## src/rtl/mpm_pkg.sv

```systemverilog
`timescale 1ns/1ps
package mpm_pkg;
  localparam int unsigned REG_AW = 2;

  localparam logic [REG_AW-1:0] A_MCTL  = 2'd0;
  localparam logic [REG_AW-1:0] A_MSTAT = 2'd1;
  localparam logic [REG_AW-1:0] A_IEN   = 2'd2;
  localparam logic [REG_AW-1:0] A_PFN   = 2'd3;

  localparam int unsigned B_DTR  = 0;
  localparam int unsigned B_RTS  = 2;
  localparam int unsigned B_LOOP = 4;
  localparam int unsigned B_DDSR = 1;
  localparam int unsigned B_NDSR = 5;
  localparam int unsigned B_IEN  = 0;

  localparam int unsigned FN_W   = 2;
  localparam int unsigned N_PINS = 3;

  typedef enum logic [FN_W-1:0] {
    PF_AUX    = 2'b00,
    PF_CS     = 2'b01,
    PF_MODEM  = 2'b10,
    PF_MODEM2 = 2'b11
  } pin_fn_e;
endpackage

```

## src/rtl/mpm_regs.sv

```systemverilog
`timescale 1ns/1ps
module mpm_regs
  import mpm_pkg::*;
#(
  parameter int unsigned DW = 8
) (
  input  logic              clk,
  input  logic              rst_n,
  input  logic [REG_AW-1:0] addr,
  input  logic              wr,
  input  logic [DW-1:0]     wdata,
  output logic [DW-1:0]     mctl_q,
  output logic [DW-1:0]     ien_q,
  output logic [DW-1:0]     pfn_q
);
  logic [DW-1:0] mctl_d, ien_d, pfn_d;
  logic          mctl_en, ien_en, pfn_en;

  always_comb begin
    mctl_en = wr && (addr == A_MCTL);
    ien_en  = wr && (addr == A_IEN);
    pfn_en  = wr && (addr == A_PFN);
    mctl_d  = mctl_en ? wdata : mctl_q;
    ien_d   = ien_en  ? wdata : ien_q;
    pfn_d   = pfn_en  ? wdata : pfn_q;
  end

  always_ff @(posedge clk or negedge rst_n) begin
    if (!rst_n) begin
      mctl_q <= '0;
      ien_q  <= '0;
      pfn_q  <= '0;
    end else begin
      mctl_q <= mctl_d;
      ien_q  <= ien_d;
      pfn_q  <= pfn_d;
    end
  end

  // a write elsewhere leaves the control byte untouched
  p_mctl_stable_r11: assert property (@(posedge clk) disable iff (!rst_n)
    (wr && addr != A_MCTL) |=> $stable(mctl_q));
endmodule

```

## src/rtl/mpm_dsr_track.sv

```systemverilog
`timescale 1ns/1ps
module mpm_dsr_track #(
  parameter int unsigned STAGES = 2
) (
  input  logic clk,
  input  logic rst_n,
  input  logic pad_in,
  input  logic modem_en,
  input  logic clr,
  input  logic ien,
  output logic level,
  output logic delta,
  output logic irq
);
  logic [STAGES-1:0] sync_q, sync_d;
  logic              prev_q, prev_d;
  logic              delta_q, delta_d;
  logic              edge_seen;

  generate
    if (STAGES > 1) begin : g_chain
      assign sync_d = {sync_q[STAGES-2:0], pad_in};
    end else begin : g_single
      assign sync_d = pad_in;
    end
  endgenerate

  assign level     = sync_q[STAGES-1];
  assign edge_seen = modem_en && (level != prev_q);

  always_comb begin
    prev_d  = level;
    delta_d = (delta_q && !clr) || edge_seen;
  end

  always_ff @(posedge clk or negedge rst_n) begin
    if (!rst_n) begin
      sync_q  <= '1;
      prev_q  <= 1'b1;
      delta_q <= 1'b0;
    end else begin
      sync_q  <= sync_d;
      prev_q  <= prev_d;
      delta_q <= delta_d;
    end
  end

  assign delta = delta_q;
  assign irq   = delta_q && ien;

  // without a clearing read the flag is sticky
  p_delta_sticky_r9: assert property (@(posedge clk) disable iff (!rst_n)
    (delta_q && !clr) |=> delta_q);
  // a read with no coincident change clears the flag
  p_delta_clears_r9: assert property (@(posedge clk) disable iff (!rst_n)
    (clr && !edge_seen) |=> !delta_q);
  // the flag only rises while the pin was in modem mode
  p_delta_cause_r8: assert property (@(posedge clk) disable iff (!rst_n)
    $rose(delta_q) |-> $past(modem_en));
endmodule

```

## src/rtl/mpm_pin_mux.sv

```systemverilog
`timescale 1ns/1ps
module mpm_pin_mux
  import mpm_pkg::*;
(
  input  logic [FN_W-1:0] fn_a,
  input  logic [FN_W-1:0] fn_b,
  input  logic [FN_W-1:0] fn_c,
  input  logic            rts_on,
  input  logic            dtr_on,
  input  logic            loop_on,
  input  logic            bus_req_n_i,
  input  logic [N_PINS-1:0] cs_n_i,
  input  logic            drv_n_i,
  input  logic            pad_b_i,
  output logic            pad_a_o,
  output logic            pad_c_o,
  output logic            pad_b_o,
  output logic            pad_b_oe,
  output logic            bus_ack_n_o,
  output logic            modem_b
);
  localparam int unsigned N_OUT = 2;

  function automatic logic pick(input logic [FN_W-1:0] f, input logic v_aux,
                                input logic v_cs, input logic v_mdm);
    logic r;
    case (f)
      PF_AUX:  r = v_aux;
      PF_CS:   r = v_cs;
      default: r = v_mdm;
    endcase
    return r;
  endfunction

  logic [N_OUT-1:0][FN_W-1:0] out_fn;
  logic [N_OUT-1:0]           out_aux, out_cs, out_mdm, out_pad;

  assign out_fn  = {fn_c, fn_a};
  assign out_aux = {drv_n_i, bus_req_n_i};
  assign out_cs  = {cs_n_i[2], cs_n_i[0]};
  assign out_mdm = {!dtr_on || loop_on, !rts_on || loop_on};

  generate
    for (genvar i = 0; i < N_OUT; i++) begin : g_out
      assign out_pad[i] = pick(out_fn[i], out_aux[i], out_cs[i], out_mdm[i]);
    end
  endgenerate

  assign pad_a_o = out_pad[0];
  assign pad_c_o = out_pad[1];

  always_comb begin
    pad_b_oe    = (fn_b == PF_CS);
    pad_b_o     = pad_b_oe ? cs_n_i[1] : 1'b1;
    bus_ack_n_o = (fn_b == PF_AUX) ? pad_b_i : 1'b1;
    modem_b     = fn_b[1];
  end
endmodule

```

## src/rtl/modem_pin_mux.sv

```systemverilog
`timescale 1ns/1ps
module modem_pin_mux
  import mpm_pkg::*;
#(
  parameter int unsigned DW          = 8,
  parameter int unsigned SYNC_STAGES = 2
) (
  input  logic              clk,
  input  logic              rst_n,
  input  logic [REG_AW-1:0] reg_addr,
  input  logic              reg_wr,
  input  logic              reg_rd,
  input  logic [DW-1:0]     reg_wdata,
  output logic [DW-1:0]     reg_rdata,
  input  logic              bus_req_n_i,
  input  logic [2:0]        cs_n_i,
  input  logic              drv_n_i,
  output logic              pad_a_o,
  input  logic              pad_b_i,
  output logic              pad_b_o,
  output logic              pad_b_oe,
  output logic              pad_c_o,
  output logic              bus_ack_n_o,
  output logic              msi_irq
);
  localparam int unsigned RST_STAGES = 2;

  logic [RST_STAGES-1:0] rst_sync_q;
  logic                  rst_core_n;

  always_ff @(posedge clk or negedge rst_n) begin
    if (!rst_n) rst_sync_q <= '0;
    else        rst_sync_q <= {rst_sync_q[RST_STAGES-2:0], 1'b1};
  end
  assign rst_core_n = rst_sync_q[RST_STAGES-1];

  logic [DW-1:0] mctl_q, ien_q, pfn_q;
  logic          dsr_level, dsr_delta, modem_b, rd_clr;

  mpm_regs #(.DW(DW)) u_regs (
    .clk    (clk),
    .rst_n  (rst_core_n),
    .addr   (reg_addr),
    .wr     (reg_wr),
    .wdata  (reg_wdata),
    .mctl_q (mctl_q),
    .ien_q  (ien_q),
    .pfn_q  (pfn_q)
  );

  assign rd_clr = reg_rd && (reg_addr == A_MSTAT);

  mpm_dsr_track #(.STAGES(SYNC_STAGES)) u_dsr (
    .clk      (clk),
    .rst_n    (rst_core_n),
    .pad_in   (pad_b_i),
    .modem_en (modem_b),
    .clr      (rd_clr),
    .ien      (ien_q[B_IEN]),
    .level    (dsr_level),
    .delta    (dsr_delta),
    .irq      (msi_irq)
  );

  mpm_pin_mux u_mux (
    .fn_a        (pfn_q[1:0]),
    .fn_b        (pfn_q[3:2]),
    .fn_c        (pfn_q[5:4]),
    .rts_on      (mctl_q[B_RTS]),
    .dtr_on      (mctl_q[B_DTR]),
    .loop_on     (mctl_q[B_LOOP]),
    .bus_req_n_i (bus_req_n_i),
    .cs_n_i      (cs_n_i),
    .drv_n_i     (drv_n_i),
    .pad_b_i     (pad_b_i),
    .pad_a_o     (pad_a_o),
    .pad_c_o     (pad_c_o),
    .pad_b_o     (pad_b_o),
    .pad_b_oe    (pad_b_oe),
    .bus_ack_n_o (bus_ack_n_o),
    .modem_b     (modem_b)
  );

  always_comb begin
    reg_rdata = '0;
    case (reg_addr)
      A_MCTL:  reg_rdata = mctl_q;
      A_MSTAT: begin
        reg_rdata[B_NDSR] = modem_b && !dsr_level;
        reg_rdata[B_DDSR] = dsr_delta;
      end
      A_IEN:   reg_rdata = ien_q;
      default: reg_rdata = pfn_q;
    endcase
  end

  // loop mode keeps modem outputs inactive
  p_loop_rts_r5: assert property (@(posedge clk) disable iff (!rst_core_n)
    (pfn_q[1] && mctl_q[B_LOOP]) |-> pad_a_o);
  p_loop_dtr_r5: assert property (@(posedge clk) disable iff (!rst_core_n)
    (pfn_q[5] && mctl_q[B_LOOP]) |-> pad_c_o);
  // pin B drives only in chip-select mode
  p_padb_release_r4: assert property (@(posedge clk) disable iff (!rst_core_n)
    (pfn_q[3:2] != PF_CS) |-> (!pad_b_oe && pad_b_o));
  // interrupt needs both the flag and the enable
  p_irq_gate_r10: assert property (@(posedge clk) disable iff (!rst_core_n)
    msi_irq |-> (dsr_delta && ien_q[B_IEN]));
endmodule

```

## config.mk

```make
export PLATFORM = sky130hd
export DESIGN_NAME = modem_pin_mux
export DESIGN_NICKNAME = d
export VERILOG_FILES = /design/src/rtl/mpm_pkg.sv /design/src/rtl/mpm_regs.sv /design/src/rtl/mpm_dsr_track.sv /design/src/rtl/mpm_pin_mux.sv /design/src/rtl/modem_pin_mux.sv
export SDC_FILE = /design/constraint.sdc
export NUM_CORES = 1
export LEC_CHECK = 0
export BUFFER_PORTS_ARGS = -buffer_cell sky130_fd_sc_hd__buf_2
export CORE_UTILIZATION = 46
export DETAILED_ROUTE_END_ITERATION = 6
export PLACE_DENSITY = 0.82
export REMOVE_ABC_BUFFERS = 1
export SYNTH_ARGS = -nofsm -noshare
export SYNTH_HDL_FRONTEND = slang
export SYNTH_SLANG_ARGS = --single-unit
```

## constraint.sdc

```tcl
create_clock -name clk -period 1.5 [get_ports clk]
set_input_delay 0.45 -clock clk [delete_from_list [all_inputs] [get_ports clk]]
set_output_delay 0.45 -clock clk [all_outputs]
set_load 0.05 [all_outputs]
```

==> flow_metrics.py <==
metrics = {
    "cts": {
        "cts_tree": "done",
        "path_clk_slew_ns": 0.09,
        "cts.sinks": 30,
        "cts_made_buffers": 5,
        "cts_htree_levels": 2,
        "cts-root-buf": "clkbuf_4",
        "clk_path_buf_depth": 2,
        "clk_latency_ns": 0.33,
    },
    "grt": {
        "antenna_found_initial": 0,
        "met3_usage": 0.0581,
        "grt_pass1_wl_mm": 5.27,
        "grt_most_used_layer": "met2",
        "grt_use_total": 0.229,
        "use_met2": 0.417,
        "grt_util_met1": 0.253,
        "grt_pass1_vias": 1093,
        "grt-ovfl-total": 0,
        "grt_max_degree": 29,
    },
    "worst_setup_path": {
        "end_kind": "primary output",
        "max_stage_delay_ns": 0.45,
        "critPathKind": "register to primary output",
        "reg2reg_slack_ns": 0.54,
        "arrival_ns": 1.42,
        "cpMaxStageDelayCell": "dfrtp_2",
        "cp_cell_sequence": "mux2_4 -> a22o_1 -> buf_6",
        "critPathLaunchType": "register",
        "r2r-start": "u_dsr.sync_q[1]$_DFF_PN1_",
        "r2r_cells": 4,
        "cp.required_ns": 1.05,
        "r2r-end": "u_dsr.delta$_DFF_PN0_",
        "cp_max_fo": 6,
    },
    "route": {
        "viasPerCell": 5.34,
        "ant_nets": 0,
        "avgRoutedWirePerCell_um": 16.8,
        "vias": 994,
        "first_iter_violations": 17,
        "route.detailed.drc": 0,
        "routed_wirelength_mm": 3.13,
        "dr.pass1.iters": 4,
    },
    "timing": {
        "finalHoldViolCount": 0,
        "whs_ns": 0.239,
        "fin_ws_ns": -0.368,
        "slew_violations": 0,
        "fin_skew_ns": 0.00491,
        "rsz0062_at_grt": "true",
        "period_share": 1.25,
        "setup_viol": 14,
        "timing.fmax_mhz": 535,
        "finalCriticalPeriod_ns": 1.87,
    },
    "floorplan": {
        "start_util": 0.490,
        "die_w_um": 56.2,
        "dieArea_sq_um": 3160,
        "rows": 19,
        "ios": 34,
        "die_y_um": 56.2,
        "design.core.area_sq_um": 2760,
    },
    "outcome": {
        "status": "complete, but fails checks",
        "violations": "setup timing",
    },
    "logic_synthesis": {
        "yosys_warnings": 0,
        "syn_avg_cell_area_sq_um": 14.1,
        "ys_seq_area_frac": 0.559,
        "synth_cell_type_count": 25,
        "synthCells": 96,
        "synth_top_area_cell": "dfrtp_1",
        "ys_top_cells_by_area": "dfrtp_1, mux2_2, mux2_1",
        "syn_area_sq_um": 1350,
        "synth-seq-cells": 30,
        "synth_top_area_frac": 0.500,
    },
    "power": {
        "cellPowerDensity_nw_per_um2": 1280,
        "ir_drop_mv": 0.888,
        "leakage_nw": 0.866,
    },
    "hold_path": {
        "hold_path.class": "register to asynchronous set/reset pin",
    },
    "layout": {
        "final_common_cell": "dfrtp_1",
        "final_util": 0.663,
        "final_cell_mix": "dfrtp_1, buf_4, buf_2",
        "syn2layout_area_growth_pct": 35.5,
        "diodes": 0,
        "drive_gt1_frac": 0.574,
        "final_nets": 174,
    },
    "placed_design": {
        "io_buffers": 33,
        "place_hpwl_mm": 2.20,
        "place.gp.congestion": 0.720,
    },
    "flow_run": {
        "cap_violations": 0,
    },
}
-- where the power goes --
group	total [W]	leakage, nW	switching, W	internal (W)
Clock	0.000440	0.0265	0.000253	0.000186
Sequential	0.00104	0.348	0.0000958	0.000949
Combinational	0.000849	0.491	0.000459	0.000390
Total	0.00233	0.866	0.000808	0.00152
-- sequential cells by signal, summed over array words and instances, names as in the netlist --
register and cells:
u_regs.pfn_q 8, u_dsr.prev_q 1, u_regs.mctl_q 8, u_dsr.delta 1, u_regs.ien_q 8, rst_sync_q 2
u_dsr.sync_q 2
-- metrics by stage --
stage                     instance area (sq um)  setup slack [ns]  total power, W  setup TNS (ns)  std cells
final                                      1830            -0.368         0.00233           -3.86        186
after global routing                       1830            -0.415         0.00245           -4.55        186
after CTS                                  1810            -0.383         0.00233           -3.98        184
after detailed placement                   1650            -0.470         0.00176           -7.62        172
after global placement                     1650            -0.427         0.00172           -6.71        172
after floorplan                            1330            -0.623         0.00154           -2.19         93
-- routing by layer --
layer | routed length, um | share of wire
met3 | 122 | 0.039
met1 | 1170 | 0.37
met2 | 1780 | 0.57
met4 | 60 | 0.019
met5 | 0 | 0
-- logic make-up after synthesis --
logic type	count (synthesis)	share of synthesized area
multiplexers	32	0.274
flip-flops	30	0.559
AND/OR/NAND/NOR	14	0.0658
AO/OA/AOI/OAI	13	0.0723
buffers and inverters	5	0.0195
XOR/XNOR	1	0.00649
other	1	0.00278
-- worst max-delay path by stage --
stage	start	end	slack, ns
6_report	u_regs.pfn_q[3]$_DFFE_PN0P_	reg_rdata[3]	-0.37
5_1_grt	u_regs.pfn_q[3]$_DFFE_PN0P_	reg_rdata[3]	-0.41
4_1_cts	u_regs.pfn_q[3]$_DFFE_PN0P_	reg_rdata[3]	-0.38
3_5_place_dp	reg_addr[0]	reg_rdata[3]	-0.47
3_3_place_gp	reg_addr[0]	reg_rdata[1]	-0.43
2_1_floorplan	u_regs.pfn_q[3]$_DFFE_PN0P_	pad_b_o	-0.62
-- final cells by class --
type                    count  area (sq um)
clock buffers               8          48.8
fillers                   214           928
inverters                   2          7.51
multi-input cells          61           583
flip-flops and latches     30           756
well taps                  31          38.8
repair buffers             54           395
-- synth_stat cells --
master    instances
a211oi_1          2
a21oi_1           1
a22o_1            6
a22oi_1           1
a31oi_1           2
and2_1            2
buf_4             2
clkbuf_1          1
conb_1            1
dfrtp_1          27
dfstp_2           3
inv_1             2
mux2_1            8
mux2_2           22
mux2i_1           1
mux4_2            1
nand2_1           3
nand2b_1          1
nand3_2           2
nand3b_1          1
nor2_2            1
nor2b_1           3
o21ai_0           1
or3_1             1
xor2_1            1
-- worst max-delay path: cells and delay by family, from the launching register on --
kind,cells,cell delay [ns]
compound gates,1,0.20
mux,1,0.28
buf+inv,1,0.15
flops,1,0.45
-- repair_timing --
item	4_1_cts	5_1_grt
resized for setup	28	0
pin swaps	4	2
buffers inserted	3	2
endpoints found under the setup margin	14	14
hold endpoints to repair	2	0
hold buffers	1	0
Power figures use the tool's default switching activity.
